[src/rtl/mee_pkg.sv]
package mee_pkg;
  localparam int REG_AW = 3;
  localparam int NUM_AXES = 3;
  localparam int NUM_EV = 2 * NUM_AXES;

  typedef enum logic [REG_AW-1:0] {
    RA_CFG = 3'd0,
    RA_SRC = 3'd1,
    RA_CLR = 3'd2,
    RA_THL = 3'd3,
    RA_THH = 3'd4,
    RA_DUR = 3'd5
  } reg_addr_e;
endpackage

[src/rtl/mee_compare.sv]
module mee_compare #(
  parameter int DATA_W = 16,
  parameter int AXES = 3
) (
  input  logic [AXES-1:0][DATA_W-1:0] axis_val,
  input  logic [DATA_W-1:0]           thr,
  output logic [2*AXES-1:0]           events
);
  for (genvar a = 0; a < AXES; a++) begin : g_axis
    logic above, below;
    always_comb begin
      above = $signed(axis_val[a]) > $signed(thr);
      below = $signed(axis_val[a]) < $signed(thr);
      a_r4_not_both: assert (!(above && below));
    end
    assign events[2*a]   = below;
    assign events[2*a+1] = above;
  end
endmodule

[src/rtl/mee_combine.sv]
module mee_combine #(
  parameter int NEV = 6
) (
  input  logic [NEV-1:0] events,
  input  logic [NEV-1:0] enables,
  input  logic           and_mode,
  output logic [NEV-1:0] masked,
  output logic           cond
);
  logic any_en;
  always_comb begin
    masked = events & enables;
    any_en = |enables;
    if (!any_en)       cond = 1'b0;
    else if (and_mode) cond = (masked == enables);
    else               cond = |masked;
  end
endmodule

[src/rtl/mee_duration.sv]
module mee_duration #(
  parameter int DUR_W = 8
) (
  input  logic             clk,
  input  logic             rst_n,
  input  logic             step,
  input  logic             cond,
  input  logic [DUR_W-1:0] dur,
  output logic             qual
);
  logic [DUR_W-1:0] cnt_q, cnt_d;

  always_comb begin
    qual  = cond && (cnt_q >= dur);
    cnt_d = cnt_q;
    if (step) begin
      if (!cond)           cnt_d = '0;
      else if (cnt_q < dur) cnt_d = cnt_q + 1'b1;
    end
  end

  always_ff @(posedge clk or negedge rst_n) begin
    if (!rst_n)    cnt_q <= '0;
    else if (step) cnt_q <= cnt_d;
  end

  a_r7_false_restarts: assert property (@(posedge clk) disable iff (!rst_n)
    (step && !cond) |=> (cnt_q == '0));
  a_r7_count_bounded: assert property (@(posedge clk) disable iff (!rst_n)
    (step && (cnt_q <= dur)) |=> (cnt_q <= $past(dur)));
endmodule

[src/rtl/motion_event_engine.sv]
module motion_event_engine
  import mee_pkg::*;
#(
  parameter int DATA_W = 16,
  parameter int DUR_W = 8
) (
  input  logic              clk,
  input  logic              rst_n,
  input  logic              smp_valid,
  input  logic [DATA_W-1:0] smp_x,
  input  logic [DATA_W-1:0] smp_y,
  input  logic [DATA_W-1:0] smp_z,
  input  logic [REG_AW-1:0] reg_addr,
  input  logic              reg_wr,
  input  logic              reg_rd,
  input  logic [7:0]        reg_wdata,
  output logic [7:0]        reg_rdata,
  output logic              irq_o
);
  localparam int SRC_W = NUM_EV + 1;

  logic [7:0]         cfg_q, thl_q, thh_q;
  logic [DUR_W-1:0]   dur_q;
  logic [SRC_W-1:0]   src_q, src_d;
  logic               hold_q, hold_d;
  logic [NUM_EV-1:0]  events, masked;
  logic               cond, qual, clr_rd, src_load;
  logic [NUM_AXES-1:0][DATA_W-1:0] axes;
  logic [DATA_W-1:0]  thr;

  assign axes = {smp_z, smp_y, smp_x};
  assign thr  = DATA_W'({thh_q, thl_q});

  mee_compare #(.DATA_W(DATA_W), .AXES(NUM_AXES)) u_cmp (
    .axis_val(axes), .thr(thr), .events(events));

  mee_combine #(.NEV(NUM_EV)) u_comb (
    .events(events), .enables(cfg_q[NUM_EV-1:0]), .and_mode(cfg_q[7]),
    .masked(masked), .cond(cond));

  mee_duration #(.DUR_W(DUR_W)) u_dur (
    .clk(clk), .rst_n(rst_n), .step(smp_valid), .cond(cond),
    .dur(dur_q), .qual(qual));

  always_comb begin
    clr_rd   = reg_rd && (reg_addr == RA_CLR);
    src_load = smp_valid && !(cfg_q[6] && hold_q);
    src_d    = src_q;
    if (src_load) src_d = {qual, (qual ? masked : {NUM_EV{1'b0}})};
    hold_d = hold_q;
    if (clr_rd)                hold_d = 1'b0;
    else if (!cfg_q[6])        hold_d = 1'b0;
    else if (src_load && qual) hold_d = 1'b1;
  end

  always_ff @(posedge clk or negedge rst_n) begin
    if (!rst_n) begin
      src_q  <= '0;
      hold_q <= 1'b0;
    end else begin
      src_q  <= src_d;
      hold_q <= hold_d;
    end
  end

  always_ff @(posedge clk or negedge rst_n) begin
    if (!rst_n) begin
      cfg_q <= '0;
      thl_q <= '0;
      thh_q <= '0;
      dur_q <= '0;
    end else if (reg_wr) begin
      if (reg_addr == RA_CFG) cfg_q <= reg_wdata;
      if (reg_addr == RA_THL) thl_q <= reg_wdata;
      if (reg_addr == RA_THH) thh_q <= reg_wdata;
      if (reg_addr == RA_DUR) dur_q <= DUR_W'(reg_wdata);
    end
  end

  always_comb begin
    case (reg_addr)
      RA_CFG:  reg_rdata = cfg_q;
      RA_SRC:  reg_rdata = 8'(src_q);
      RA_THL:  reg_rdata = thl_q;
      RA_THH:  reg_rdata = thh_q;
      RA_DUR:  reg_rdata = 8'(dur_q);
      default: reg_rdata = 8'h00;
    endcase
  end

  assign irq_o = src_q[NUM_EV];

  a_r9_frozen: assert property (@(posedge clk) disable iff (!rst_n)
    (hold_q && cfg_q[6]) |=> $stable(src_q));
  a_r10_clear_releases: assert property (@(posedge clk) disable iff (!rst_n)
    clr_rd |=> !hold_q);
  a_r6_none_enabled_quiet: assert property (@(posedge clk) disable iff (!rst_n)
    (src_load && (cfg_q[NUM_EV-1:0] == '0)) |=> !irq_o);
  a_r8_flags_need_active: assert property (@(posedge clk) disable iff (!rst_n)
    !src_q[NUM_EV] |-> (src_q[NUM_EV-1:0] == '0));
endmodule

[config.mk]
export PLATFORM = sky130hd
export DESIGN_NAME = motion_event_engine
export DESIGN_NICKNAME = d
export VERILOG_FILES = /design/src/rtl/mee_pkg.sv /design/src/rtl/mee_compare.sv /design/src/rtl/mee_combine.sv /design/src/rtl/mee_duration.sv /design/src/rtl/motion_event_engine.sv
export SDC_FILE = /design/constraint.sdc
export NUM_CORES = 1
export LEC_CHECK = 0
export ABC_AREA = 0
export BUFFER_PORTS_ARGS = -buffer_cell sky130_fd_sc_hd__buf_2
export CORE_MARGIN = 1
export CORE_UTILIZATION = 50
export DETAILED_ROUTE_END_ITERATION = 10
export GPL_TIMING_DRIVEN = 0
export PLACE_DENSITY = 0.82
export SLEW_MARGIN = 20
export SYNTH_ARGS = -nofsm -noshare
export SYNTH_HDL_FRONTEND = slang
export SYNTH_HIERARCHICAL = 1
export SYNTH_SLANG_ARGS = --single-unit
[constraint.sdc]
create_clock -name clk -period 3.45 [get_ports clk]
set_input_delay 0 -clock clk [delete_from_list [all_inputs] [get_ports clk]]
set_output_delay 0 -clock clk [all_outputs]
set_load 0.03 [all_outputs]
======== Yosys cells after proc, flatten, opt, wreduce, memory -nomap -nowiden ========
Index checks and enable logic that the tools add are counted.
operators by class
  reduce and logical (&&, ||, !) cells .... 14
  eq/ne operators ......................... 8
  bitwise operators ....................... 1
  magnitude comparators ................... 8
  add/sub/neg operators ................... 1
  multiplexer cells ....................... 9
operators by type and width
  operator                                                count
  > comparator 16 bit                                     3
  < comparator 16 bit                                     3
  one-hot mux 8 bit (5 select lines)                      1
  two-way mux 8 bit                                       2
  OR reduction 6 bit                                      2
  AND reduction 2 bit                                     5
  adder 8 x 1 -> 8 bit (second input constant)            1
  greater-or-equal comparator 8 bit                       1
  < comparator 8 bit                                      1
  bitwise AND 6 bit                                       1
  equality test 3 x 2 -> 1 bit (second input constant)    2
  equality test 3 bit (second input constant)             2
  equality test 6 bit                                     1
  two-way mux 6 bit                                       1
  logical AND 1 bit                                       5
  two-way mux 1 bit                                       5
  equality test 3 x 1 -> 1 bit (second input constant)    1
  logical NOT 3 bit                                       1
  inequality test 3 x 1 -> 1 bit (second input constant)  1
  inequality test 2 bit (second input constant)           1
  logical NOT 1 bit                                       1
word-level totals
  input bits .............................. 64
  output and inout bits ................... 9
  register bits ........................... 48

======== Logic depth before layout (Yosys ltp) ========
Gate-level depths: netlist of run 1.
  depth after elaboration ................. 10
  mapped depth ............................ 19
  mapped depth without buffers ............ 16

======== Cells and area by module ========
Netlist of run 1, hierarchy kept.
modules (own cells, without submodules)
  module               sequential area each (um^2)  area an instance (um^2)  instances  cells each
  motion_event_engine  1001.0                       1874.3                   1          150
  mee_compare          0.0                          1199.9                   1          156
  mee_duration         200.2                        715.7                    1          86
  mee_combine          0.0                          121.4                    1          21

======== Worst setup path before layout of run 1 ========
OpenSTA, ideal clock, no wires.
  kind .................................... register -> register
  start point ............................. register thh_q[1]
  end point ............................... register u_dur.cnt_q[4]
  cell stages (with the launch flop) ...... 18
  data arrival time ....................... 3.636 ns
  slack ................................... -0.254 ns
  period minus slack after synthesis ...... 3.704 ns
  path buffers ............................ 2
  setup time .............................. 0.069 ns
  required time ........................... 3.381 ns
  cells stage by stage .................... dfrtp_1 -> inv_1 -> ha_1 -> a21o_1 -> a221o_1 -> or4_1 -> o211a_1 -> buf_4 -> and2_1 -> nor3_1 -> a31oi_1 -> o41a_1 -> buf_2 -> inv_2 -> o21a_1 -> a31oi_2 -> or4_1 -> nand3_1
on the way
  cells in the longest elaborated chain, start to end .. 7
ends and longest elaborated chain
  element                                                    line                                  source
  start: declaration                                         motion_event_engine.sv:22             logic [7:0] cfg_q, thl_q, thh_q;
  start signal: assignment                                   motion_event_engine.sv:75             if (reg_addr == RA_THH) thh_q <= reg_wdata;
  > comparator 16 bit *                                      mee_compare.sv:12                     above = $signed(axis_val[a]) > $signed(thr);
  named net u_cmp.g_axis[0].above                            mee_compare.sv:10                     logic above, below;
  bitwise AND 6 bit *                                        mee_combine.sv:12                     masked = events & enables;
  named net masked[1]                                        motion_event_engine.sv:26             logic [NUM_EV-1:0] events, masked;
  equality test 6 bit or OR reduction 6 bit (tied branches)  mee_combine.sv:15, mee_combine.sv:16
  two-way mux 1 bit *                                        mee_combine.sv:15                     else if (and_mode) cond = (masked == enables);
  two-way mux 1 bit *                                        mee_combine.sv:14                     if (!any_en) cond = 1'b0;
  named net cond                                             motion_event_engine.sv:27             logic cond, qual, clr_rd, src_load;
  inequality test 2 bit (no source line)                     --
  AND reduction 2 bit (no source line)                       --
  end signal: assignment                                     mee_duration.sv:24                    else if (step) cnt_q <= cnt_d;
  end: declaration                                           mee_duration.sv:11                    logic [DUR_W-1:0] cnt_q, cnt_d;
Mark *: on every way through the listed nets, which the timed path passes. The rest lies on a longest branch.
A chain may end at the register's enable or synchronous reset.

======== Worst setup path after layout of run 1 ========
  start point ............................. register thh_q[6]
  end point ............................... register u_dur.cnt_q[4]
on the way
  cells in the longest elaborated chain, start to end .. 7
ends and longest elaborated chain
  element                                                    line
  > comparator 16 bit *                                      mee_compare.sv:12
  named net u_cmp.g_axis[1].above                            mee_compare.sv:10
  bitwise AND 6 bit *                                        mee_combine.sv:12
  named net masked[3]                                        motion_event_engine.sv:26
  equality test 6 bit or OR reduction 6 bit (tied branches)  mee_combine.sv:15, mee_combine.sv:16
  two-way mux 1 bit *                                        mee_combine.sv:15
  two-way mux 1 bit *                                        mee_combine.sv:14
  named net cond                                             motion_event_engine.sv:27
  inequality test 2 bit (no source line)                     --
  AND reduction 2 bit (no source line)                       --
Marked as above.

==> results of run 1 <==
cell usage in the layout, fill, tap and decap left out, types with 4 or more instances in the layout:
cell type      netlist  routed
nor2b_1              5       5
nand2b_1             6       6
o21ai_1              0       8
inv_2                1      11
nor2_1               8       6
and2_1               8       5
nand4_1              8       8
nand2_1             41      39
mux2_2              34      33
o22ai_1              5       4
ha_1                57      47
clkbuf_8             0       5
a21oi_1             28      19
dlygate4sd3_1        0       6
buf_4                9      30
o221ai_1             6       6
o21ai_0             17       5
nand3_1             11      11
a21oi_2              0       7
a22oi_1              6       6
ha_4                 0      10
inv_1               34      22
dfrtp_1             48      48
buf_2                4      73
mux2i_1              9       7
logic make-up after synthesis:
| kind of cell | Yosys count | synth area share |
|---|---|---|
| muxes | 43 | 0.121 |
| and+or+nand+nor | 118 | 0.166 |
| buffers and inverters | 53 | 0.0627 |
| adders and majority gates | 57 | 0.182 |
| AOI/OAI and AO/OA | 94 | 0.161 |
| DFF | 48 | 0.307 |
flip-flops by register name, indices dropped and copies added, names as in the netlist:
name / count
src_q: 7
thh_q: 8
dur_q: 8
cfg_q: 8
thl_q: 8
hold_q: 1
u_dur/cnt_q: 8
synthesized netlist by cell type, drive strengths merged, types with 4 or more instances:
| cell | number | area, sq um |
|---|---|---|
| nor4 | 4 | 25.0 |
| inv | 35 | 131 |
| nand2 | 41 | 154 |
| buf | 14 | 98.8 |
| o22ai | 5 | 31.3 |
| a22oi | 6 | 45.0 |
| and2 | 8 | 50.1 |
| o31ai | 4 | 35.0 |
| ha | 57 | 713 |
| a21oi | 28 | 140 |
| o21ai | 17 | 85.1 |
| nor2 | 8 | 30.0 |
| clkbuf | 4 | 15.0 |
| nor2b | 5 | 31.3 |
| nor3 | 6 | 30.0 |
| nand4 | 9 | 62.6 |
| mux2 | 34 | 383 |
| mux2i | 9 | 90.1 |
| o221ai | 6 | 52.6 |
| and3 | 4 | 26.3 |
| dfrtp | 48 | 1200 |
| nand3 | 12 | 65.1 |
| nand2b | 6 | 37.5 |
report_power, final:
group          internal [W]  total [W]  leakage [nW]  switching [W]
registers          0.000670   0.000802         0.604       0.000132
logic              0.000676    0.00142          1.75       0.000740
clock network      0.000138   0.000318        0.0400       0.000181
layout make-up:
cell class | instances | area, sq um | share of cell area
Buffer | 15 | 111 | 0.0217
Clock inverter | 2 | 12.5 | 0.00243
Inverter | 35 | 141 | 0.0275
Tap cell | 99 | 124 | 0.0241
Sequential cell | 48 | 1200 | 0.234
Timing Repair Buffer | 102 | 624 | 0.121
Multi-Input combinational cell | 312 | 2860 | 0.556
Clock buffer | 5 | 68.8 | 0.0134
through the flow:
step	worst slack, ps	utilization
after floorplan	-53.3	-
after global placement	-436	0.597
after global routing	-457	0.694
after CTS	-163	0.667
final	-301	0.694
after detailed placement	-514	0.597
layer usage:
metal / vias to the layer above / share of wire / global-route usage
met5: - / 0 / 0
met4: 0 / 0.031 / 0.0927
met3: 54 / 0.076 / 0.0547
met2: 201 / 0.48 / 0.478
met1: 1832 / 0.41 / 0.357
li1: 1732 / - / -
timing repair:
action,in CTS,in global routing
hold buffers,6,0
endpoints found under the hold margin,58,0
resized for setup,57,35
pin swaps,24,13
endpoints found under the setup margin,16,16
cloned,0,1
buffers inserted,19,5
worst register-to-register path, cell delays in order, from the launching register on:
cell and delay (ps):
dfrtp_1 370, inv_2 90, buf_4 150, ha_1 290
nand4_1 180, or3_4 450, o31ai_1 260, nor2_1 70
buf_4 150, and2_1 130, or2_0 210, o41a_1 390
buf_6 140, inv_8 40, o21a_1 140, a31oi_4 80
or4_1 440, nand3_1 100
worst max path at each step:
stage / cells past startpoint / from / slack [ps] / to
final: 17 / thh_q[6] / -300 / u_dur/cnt_q[4]
after global placement: 18 / thl_q[5] / -440 / u_dur/cnt_q[0]
after CTS: 17 / thh_q[3] / -160 / u_dur/cnt_q[4]
after detailed placement: 18 / thl_q[5] / -510 / u_dur/cnt_q[3]
after global routing: 17 / thh_q[4] / -460 / u_dur/cnt_q[4]
after floorplan: 18 / thh_q[5] / -50 / u_dur/cnt_q[4]
==> impl_metrics.env, run 1 <==
export IMPL_ctsLongestPathBuffers=2
export IMPL_syn_area_per_cell_sq_um=9.47
export IMPL_worstSkewPairLatency_ps=300
export IMPL_vias=3819
export IMPL_holdWs_ps=10.5
export IMPL_synth_main_ff_cell="dfrtp_1"
export IMPL_dieArea_sq_um=8180
export IMPL_totalPowerFinal_w=0.00254
export IMPL_hold_end="thl_q[2]"
export IMPL_grtUsageTotal=0.281
export IMPL_hold_viol=0
export IMPL_worstRegToRegCells=17
export IMPL_ant_nets=0
export IMPL_fin_skew_ps=15.0
export IMPL_synth_seq_cells=48
export IMPL_drv_slew=0
export IMPL_drtIter0Drc=243
export IMPL_cts_tree="done"
export IMPL_antenna_found_initial=0
export IMPL_final_nets=640
export IMPL_ys_types=61
export IMPL_ys_async_sr_fraction=1.00
export IMPL_n_fill_cell=539
export IMPL_post_route_period_util=1.09
export IMPL_synth_area_sq_um=3910
export IMPL_first_pass_iters=5
export IMPL_fin_ws_ps=-301
export IMPL_p_leak_nw=2.39
export IMPL_dp_hpwl_microns=8150
export IMPL_port_buffers=72
export IMPL_ir_drop_mv=0.263
export IMPL_final_cells=618
export IMPL_die_w_microns=90.4
export IMPL_syn_nets=534
export IMPL_arrival_ps=3990
export IMPL_crit_path_frequent_cell="buf_4"
export IMPL_hp_class="primary input to flip-flop"
export IMPL_cp_end_kind="flip-flop"
export IMPL_drc=0
export IMPL_start_util=0.528
export IMPL_crit_slowest_cell="or3_4"
export IMPL_num_rows=31
export IMPL_dp_cells=584
export IMPL_hp_start="reg_wdata[2]"
export IMPL_io_pins=73
export IMPL_synthCells=413
export IMPL_crit_required_ps=3690
export IMPL_wl_per_cell_microns=18.8
export IMPL_areaGrowthSynthToFinish_pct=31.4
export IMPL_worst_path_buf_inv=5
export IMPL_worstPathCellList="inv_2, buf_4, ha_1, nand4_1, or3_4, o31ai_1, nor2_1, buf_4, and2_1, or2_0, o41a_1, buf_6, inv_8, o21a_1, a31oi_4, or4_1, nand3_1"
export IMPL_coreArea_sq_um=7410
export IMPL_powerDensity_nw_per_um2=494
export IMPL_rsz0062_at_grt="yes"
export IMPL_crit_path_start_kind="flip-flop"
export IMPL_hold_depth=2
export IMPL_slowest_delay_ps=450
export IMPL_drt_total_wl_microns=11600
export IMPL_critical_path_class="flip-flop to flip-flop"
export IMPL_die_y_microns=90.4
export IMPL_violations="negative setup slack"
export IMPL_r2r_start="thh_q[6]"
export IMPL_crit_path_max_fanout=7
export IMPL_period_needed_ps=3750
export IMPL_tightest_slew_ps=687
export IMPL_relSlewSlack=0.540
export IMPL_routabilityCongestion=0.925
export IMPL_dpl_cell_area_sq_um=4430
export IMPL_fmax_ghz=0.267
export IMPL_cts_sinks=48
export IMPL_ff2ff_setup_slack_ps=-300
export IMPL_fin_tns_setup_ps=-2180
export IMPL_worst_r2r_endpoint="u_dur/cnt_q[4]"
export IMPL_finalSetupViolCount=10
export IMPL_cts_root_buf="clkbuf_8"
export IMPL_yosysWarnings=6
export IMPL_drive_above_1_share=0.432
export IMPL_stdcell_area_sq_um=5140
export IMPL_clkTransAtPathRegs_ps=90
export IMPL_grt_max_degree=49
export IMPL_cts_made_buffers=5
export IMPL_maxCapViolations=0
export IMPL_yosysSeqAreaShare=0.307
export IMPL_viasPerCell=6.18
export IMPL_grt_first_pass_wirelength_microns=18300
export IMPL_diodes=0
export IMPL_crit_family="simple AND/OR/NAND/NOR gates"
export IMPL_synth_edff_count=0
export IMPL_gr_total_overflow=0
export IMPL_first_global_vias=3858
export IMPL_status="finished, violations left"
export IMPL_htree_num_levels=2
Power figures use the tool's default switching activity.
==> run 2: changes to the inputs <==
--- a/config.mk
+++ b/config.mk
@@ -11,6 +11,7 @@
 export CORE_UTILIZATION = 50
 export DETAILED_ROUTE_END_ITERATION = 10
 export GPL_TIMING_DRIVEN = 0
+export HOLD_SLACK_MARGIN = 0.06
 export PLACE_DENSITY = 0.82
 export SLEW_MARGIN = 20
 export SYNTH_ARGS = -nofsm -noshare
==> run 2 against run 1 <==
The run still ends with negative setup slack left. Sequential power about the same. Via count down 0.34%. Maximum frequency up 0.72%. Design area up 0.78%. Die area unchanged. First-iteration DRC count up 17%. Global-route usage up 0.090 points. Clock power about the same. Worst hold slack better by 63 ps. Sequential share of layout area down 0.18 points. Largest power group unchanged.
==> impl_metrics.env, run 2 (synthesis gave the netlist of run 1 again) <==
export IMPL_holdWs_ps=73.4
export IMPL_final_nets=644
export IMPL_layout_commonest_cell="buf_2"
export IMPL_dpl_cell_area_sq_um=4430
export IMPL_ant_nets=0
export IMPL_period_needed_ps=3720
export IMPL_ir_drop_mv=0.263
export IMPL_use_met2=0.478
export IMPL_antenna_found_initial=0
export IMPL_rsz0062_at_grt="yes"
export IMPL_met1_usage=0.359
export IMPL_wl_per_cell_microns=18.8
export IMPL_hp_class="primary input to flip-flop"
export IMPL_post_route_period_util=1.08
export IMPL_first_global_vias=3865
export IMPL_fin_skew_ps=14.7
export IMPL_cts_tree="done"
export IMPL_drc=0
export IMPL_grtUsageTotal=0.282
export IMPL_grt_max_degree=49
export IMPL_arrival_ps=3960
export IMPL_crit_required_ps=3690
export IMPL_grt_busiest_layer="met2"
export IMPL_fmax_ghz=0.269
export IMPL_gr_total_overflow=0
export IMPL_layout_common_cells="buf_2, dfrtp_1, ha_1, nand2_1, mux2_2"
export IMPL_drv_slew=0
export IMPL_cts_root_buf="clkbuf_8"
export IMPL_r2r_start="thh_q[7]"
export IMPL_worstSkewPairLatency_ps=300
export IMPL_status="finished, violations left"
export IMPL_start_util=0.528
export IMPL_slowest_delay_ps=450
export IMPL_drive_above_1_share=0.428
export IMPL_tightest_slew_ps=700
export IMPL_diodes=0
export IMPL_area_sequential_sq_um=1200
export IMPL_hold_viol=0
export IMPL_worstPathCellList="inv_4, ha_4, nand4_1, nor2_2, a221o_1, or4_4, o211a_4, and2_4, nor3_4, a31oi_1, o41a_1, buf_6, inv_8, o21a_1, a31oi_4, or4_1, nand3_1"
export IMPL_die_w_microns=90.4
export IMPL_hp_start="smp_valid"
export IMPL_coreArea_sq_um=7410
export IMPL_clkTransAtPathRegs_ps=90
export IMPL_crit_family="simple AND/OR/NAND/NOR gates"
export IMPL_finalSetupViolCount=10
export IMPL_ctsLongestPathBuffers=2
export IMPL_htree_num_levels=2
export IMPL_fin_ws_ps=-274
export IMPL_num_rows=31
export IMPL_areaGrowthSynthToFinish_pct=32.4
export IMPL_hold_depth=3
export IMPL_hold_end="hold_q"
export IMPL_maxCapViolations=0
export IMPL_relSlewSlack=0.531
export IMPL_stdcell_area_sq_um=5180
export IMPL_p_leak_nw=2.41
export IMPL_worstRegToRegCells=17
export IMPL_crit_path_start_kind="flip-flop"
export IMPL_multiInputGateArea_sq_um=2860
export IMPL_powerDensity_nw_per_um2=491
export IMPL_worst_path_buf_inv=3
export IMPL_die_y_microns=90.4
export IMPL_n_fill_cell=534
export IMPL_violations="negative setup slack"
export IMPL_routabilityCongestion=0.925
export IMPL_ff2ff_setup_slack_ps=-270
export IMPL_first_pass_iters=8
export IMPL_viasPerCell=6.12
export IMPL_cp_end_kind="flip-flop"
export IMPL_port_buffers=72
export IMPL_detailedPlace_worstSlack_ps=-514
export IMPL_worst_r2r_endpoint="u_dur/cnt_q[4]"
export IMPL_drt_total_wl_microns=11700
export IMPL_final_core_util=0.699
export IMPL_grt_first_pass_wirelength_microns=18300
export IMPL_vias=3806
export IMPL_critical_path_class="flip-flop to flip-flop"
export IMPL_grtUsageMet3=0.0547
export IMPL_cts_made_buffers=5
export IMPL_io_pins=73
export IMPL_crit_path_max_fanout=7
export IMPL_crit_slowest_cell="or4_4"
export IMPL_drtIter0Drc=284
export IMPL_cts_sinks=48
export IMPL_dieArea_sq_um=8180
export IMPL_dp_hpwl_microns=8150
## run 2: changes by cell type in the layout (fill, tap and decap cells not counted), sizes merged
cell	previous run	this run
dlygate4sd3	6	10
## run 2: per-stage QoR
| stage | cells | total power [W] | setup TNS, ps |
|---|---|---|---|
| detailed placement | 584 | 0.00180 | -5330 |
| CTS | 618 | 0.00235 | -949 |
| finish | 622 | 0.00254 | -1960 |
| global placement | 584 | 0.00173 | -4540 |
| floorplan | 413 | 0.00149 | -127 |
| global route | 622 | 0.00269 | -4620 |
## run 2: where the power goes
group / leakage (nW) / switching [W] / total, W / internal, W
sequential: 0.604 / 0.000135 / 0.000804 / 0.000670
combinational: 1.77 / 0.000740 / 0.00142 / 0.000680
clock: 0.0400 / 0.000182 / 0.000319 / 0.000138
total: 2.41 / 0.00106 / 0.00254 / 0.00149
## run 2: per-layer routing
layer  vias to the layer above  wire length (microns)  share of wire
met5                         -                      0              0
met4                         0                    354          0.030
met3                        50                    881          0.075
met2                       181                   5610           0.48
met1                      1839                   4840           0.41
li1                       1736                      -              -
## run 2: final cells by class
cell class | instances | area share
Multi-Input combinational cell | 312 | 0.551
Clock inverter | 2 | 0.00242
Sequential cell | 48 | 0.232
Buffer | 15 | 0.0215
Clock buffer | 5 | 0.0133
Timing Repair Buffer | 106 | 0.128
Tap cell | 99 | 0.0239
Inverter | 35 | 0.0273
## run 2: how the worst max path moves through the flow
stage                   from        endpoint  slack, ps  depth (start not counted)
global route        thh_q[4]  u_dur/cnt_q[4]       -460                         17
global placement    thl_q[5]  u_dur/cnt_q[0]       -440                         18
finish              thh_q[7]  u_dur/cnt_q[4]       -270                         17
detailed placement  thl_q[5]  u_dur/cnt_q[3]       -510                         18
floorplan           thh_q[5]  u_dur/cnt_q[4]        -50                         18
CTS                 thh_q[3]  u_dur/cnt_q[4]       -160                         17
## run 2: timing repair
item	in CTS	in global routing
buffers inserted	19	5
pin swaps	24	13
hold endpoints to repair	81	0
cloned	0	1
hold buffers	10	0
setup endpoints to repair	16	16
gates resized for setup	57	35
## run 2: worst min-delay path: stages
cell and delay, ps:
buf_2 140, a21oi_2 140, a311oi_2 60
==> run 3: changes to the inputs <==
--- a/config.mk
+++ b/config.mk
@@ -6,6 +6,7 @@
 export NUM_CORES = 1
 export LEC_CHECK = 0
 export ABC_AREA = 0
+export ABC_CLOCK_PERIOD_IN_PS = 3450
 export BUFFER_PORTS_ARGS = -buffer_cell sky130_fd_sc_hd__buf_2
 export CORE_MARGIN = 1
 export CORE_UTILIZATION = 50
@@ -13,6 +14,7 @@
 export GPL_TIMING_DRIVEN = 0
 export HOLD_SLACK_MARGIN = 0.06
 export PLACE_DENSITY = 0.82
+export RECOVER_POWER = 100
 export SLEW_MARGIN = 20
 export SYNTH_ARGS = -nofsm -noshare
 export SYNTH_HDL_FRONTEND = slang
==> run 3 against run 2 <==
The flow finishes with violations (max-capacitance violations, max-slew violations, negative setup slack). Flip-flop and latch count unchanged. Largest cell class unchanged. Worst hold slack worse by 0.98 ps. Wire length decreased by 0.21%. Via count about the same. Sequential power barely moved. Clock skew is 1.3 ps higher. Clock-buffer cell count is the same. Sequential share of layout area grew 0.19 points. Maximum frequency barely moved. Die area is the same.
==> impl_metrics.env, run 3 (synthesis gave the netlist of run 1 again) <==
export IMPL_status="finished, violations left"
export IMPL_violations="max-capacitance violations, max-slew violations, negative setup slack"
export IMPL_cts_tree="done"
export IMPL_worstPathCellList="inv_2, ha_4, nand4_1, nor2_2, a221o_1, or4_4, o211a_4, and2_4, nor3_4, a31oi_1, o41a_1, buf_6, inv_8, o21a_1, a31oi_4, or4_1, nand3_1"
export IMPL_rsz0062_at_grt="yes"
export IMPL_p_seq_frac=0.317
export IMPL_hp_class="primary input to flip-flop"
export IMPL_htree_num_levels=2
export IMPL_cts_made_buffers=5
export IMPL_n_fill_cell=541
export IMPL_die_w_microns=90.4
export IMPL_cts_root_buf="clkbuf_8"
export IMPL_fin_skew_ps=16.0
export IMPL_arrival_ps=3960
export IMPL_diodes=0
export IMPL_cp_end_kind="flip-flop"
export IMPL_crit_required_ps=3690
export IMPL_start_util=0.528
export IMPL_drive_above_1_share=0.396
export IMPL_p_clk_frac=0.127
export IMPL_grt_first_pass_wirelength_microns=18300
export IMPL_crit_slowest_cell="or4_4"
export IMPL_io_pins=73
export IMPL_drc=0
export IMPL_maxCapViolations=2
export IMPL_routabilityCongestion=0.925
export IMPL_dp_hpwl_microns=8150
export IMPL_final_core_util=0.693
export IMPL_swShare=0.416
export IMPL_multiInputGateArea_sq_um=2840
export IMPL_final_cells=622
export IMPL_fmax_ghz=0.269
export IMPL_internal_power_w=0.00148
export IMPL_drt_total_wl_microns=11700
export IMPL_totalPowerFinal_w=0.00253
export IMPL_p_comb_frac=0.557
export IMPL_p_leak_nw=2.35
export IMPL_area_sequential_sq_um=1200
export IMPL_num_rows=31
export IMPL_first_global_vias=3865
export IMPL_fin_ws_ps=-274
export IMPL_vias=3807
export IMPL_post_route_period_util=1.08
export IMPL_layout_common_cells="buf_2, dfrtp_1, ha_1, nand2_1, mux2_2"
export IMPL_crit_family="simple AND/OR/NAND/NOR gates"
export IMPL_grtUsageTotal=0.282
export IMPL_relSlewSlack=-0.729
export IMPL_drv_slew=59
export IMPL_worst_path_buf_inv=3
export IMPL_critical_path_class="flip-flop to flip-flop"
export IMPL_tightest_slew_ps=2590
export IMPL_slowest_delay_ps=460
export IMPL_grt_max_degree=49
export IMPL_gr_total_overflow=0
export IMPL_powerDensity_nw_per_um2=494
export IMPL_clkTransAtPathRegs_ps=90
export IMPL_worstSkewPairLatency_ps=300
export IMPL_drtIter0Drc=288
export IMPL_layout_commonest_cell="buf_2"
export IMPL_p_switching_w=0.00105
export IMPL_crit_path_max_fanout=7
export IMPL_die_y_microns=90.4
export IMPL_dieArea_sq_um=8180
export IMPL_cts_sinks=48
export IMPL_dp_cells=584
export IMPL_period_needed_ps=3720
export IMPL_crit_path_start_kind="flip-flop"
export IMPL_port_buffers=72
export IMPL_ff2ff_setup_slack_ps=-270
export IMPL_wl_per_cell_microns=18.7
export IMPL_hold_viol=0
export IMPL_ctsLongestPathBuffers=2
export IMPL_viasPerCell=6.12
export IMPL_finalSetupViolCount=10
export IMPL_antenna_found_initial=0
export IMPL_final_nets=644
export IMPL_ir_drop_mv=0.260
export IMPL_ant_nets=0
export IMPL_first_pass_iters=5
export IMPL_areaGrowthSynthToFinish_pct=31.3
export IMPL_coreArea_sq_um=7410
[run 3: changes by cell type in the layout (fill, tap and decap cells not counted), sizes merged]
cell,previous run,this run
buf,107,93
clkbuf,9,23
[run 3: power groups by stage]
stage / Combinational (W) / Sequential, W / Clock, W
after floorplan: 0.000735 / 0.000758 / 0
after global placement: 0.000945 / 0.000788 / 0
after detailed placement: 0.00100 / 0.000797 / 0
after CTS: 0.00123 / 0.000793 / 0.000328
after global routing: 0.00152 / 0.000817 / 0.000347
final: 0.00141 / 0.000803 / 0.000321
[run 3: worst min-delay path: stages]
cell	delay (ps)
buf_2	140
a21oi_2	140
a311oi_2	60
[run 3: path summary, 6_finish.rpt]
kind                                  endpoint  depth (start not counted)       from
worst max-delay path            u_dur/cnt_q[4]                         17   thh_q[6]
worst min-delay path                    hold_q                          3  smp_valid
worst max register to register  u_dur/cnt_q[4]                         17   thh_q[6]
worst min register to register        src_q[1]                          2   src_q[1]
max in group asynchronous             dur_q[5]                          2      rst_n
min in group asynchronous       u_dur/cnt_q[6]                          2      rst_n
[run 3: layer usage]
layer / part of all wire / track usage / wire length (microns) / vias up
li1: - / - / - / 1733
met1: 0.42 / 0.359 / 4950 / 1828
met2: 0.48 / 0.478 / 5560 / 198
met3: 0.067 / 0.0547 / 786 / 48
met4: 0.032 / 0.0927 / 368 / 0
met5: 0 / 0 / 0 / -
[run 3: metrics by stage]
| step | setup TNS (ps) | instance area (sq um) | setup WS, ps | hold slack [ps] |
|---|---|---|---|---|
| floorplan | -127 | 3940 | -53.3 | -296 |
| global placement | -4540 | 4430 | -436 | 222 |
| detailed placement | -5330 | 4430 | -514 | 222 |
| CTS | -949 | 4980 | -163 | 60.8 |
| global route | -4620 | 5140 | -457 | 66.9 |
| finish | -1940 | 5140 | -274 | 72.4 |
[run 3: final cells by class]
| type | count | share of cell area |
|---|---|---|
| Multi-Input combinational cell | 312 | 0.552 |
| Sequential cell | 48 | 0.234 |
| Timing Repair Buffer | 106 | 0.126 |
| Inverter | 35 | 0.0275 |
| Tap cell | 99 | 0.0241 |
| Buffer | 15 | 0.0207 |
| Clock buffer | 5 | 0.0134 |
| Clock inverter | 2 | 0.00244 |
[run 3: timing repair]
item	in CTS	in global routing
buffers inserted	19	5
setup endpoints to repair	16	16
pin swaps	24	13
gates resized for setup	57	35
cloned	0	1
hold buffers	10	0
endpoints found under the hold margin	81	0
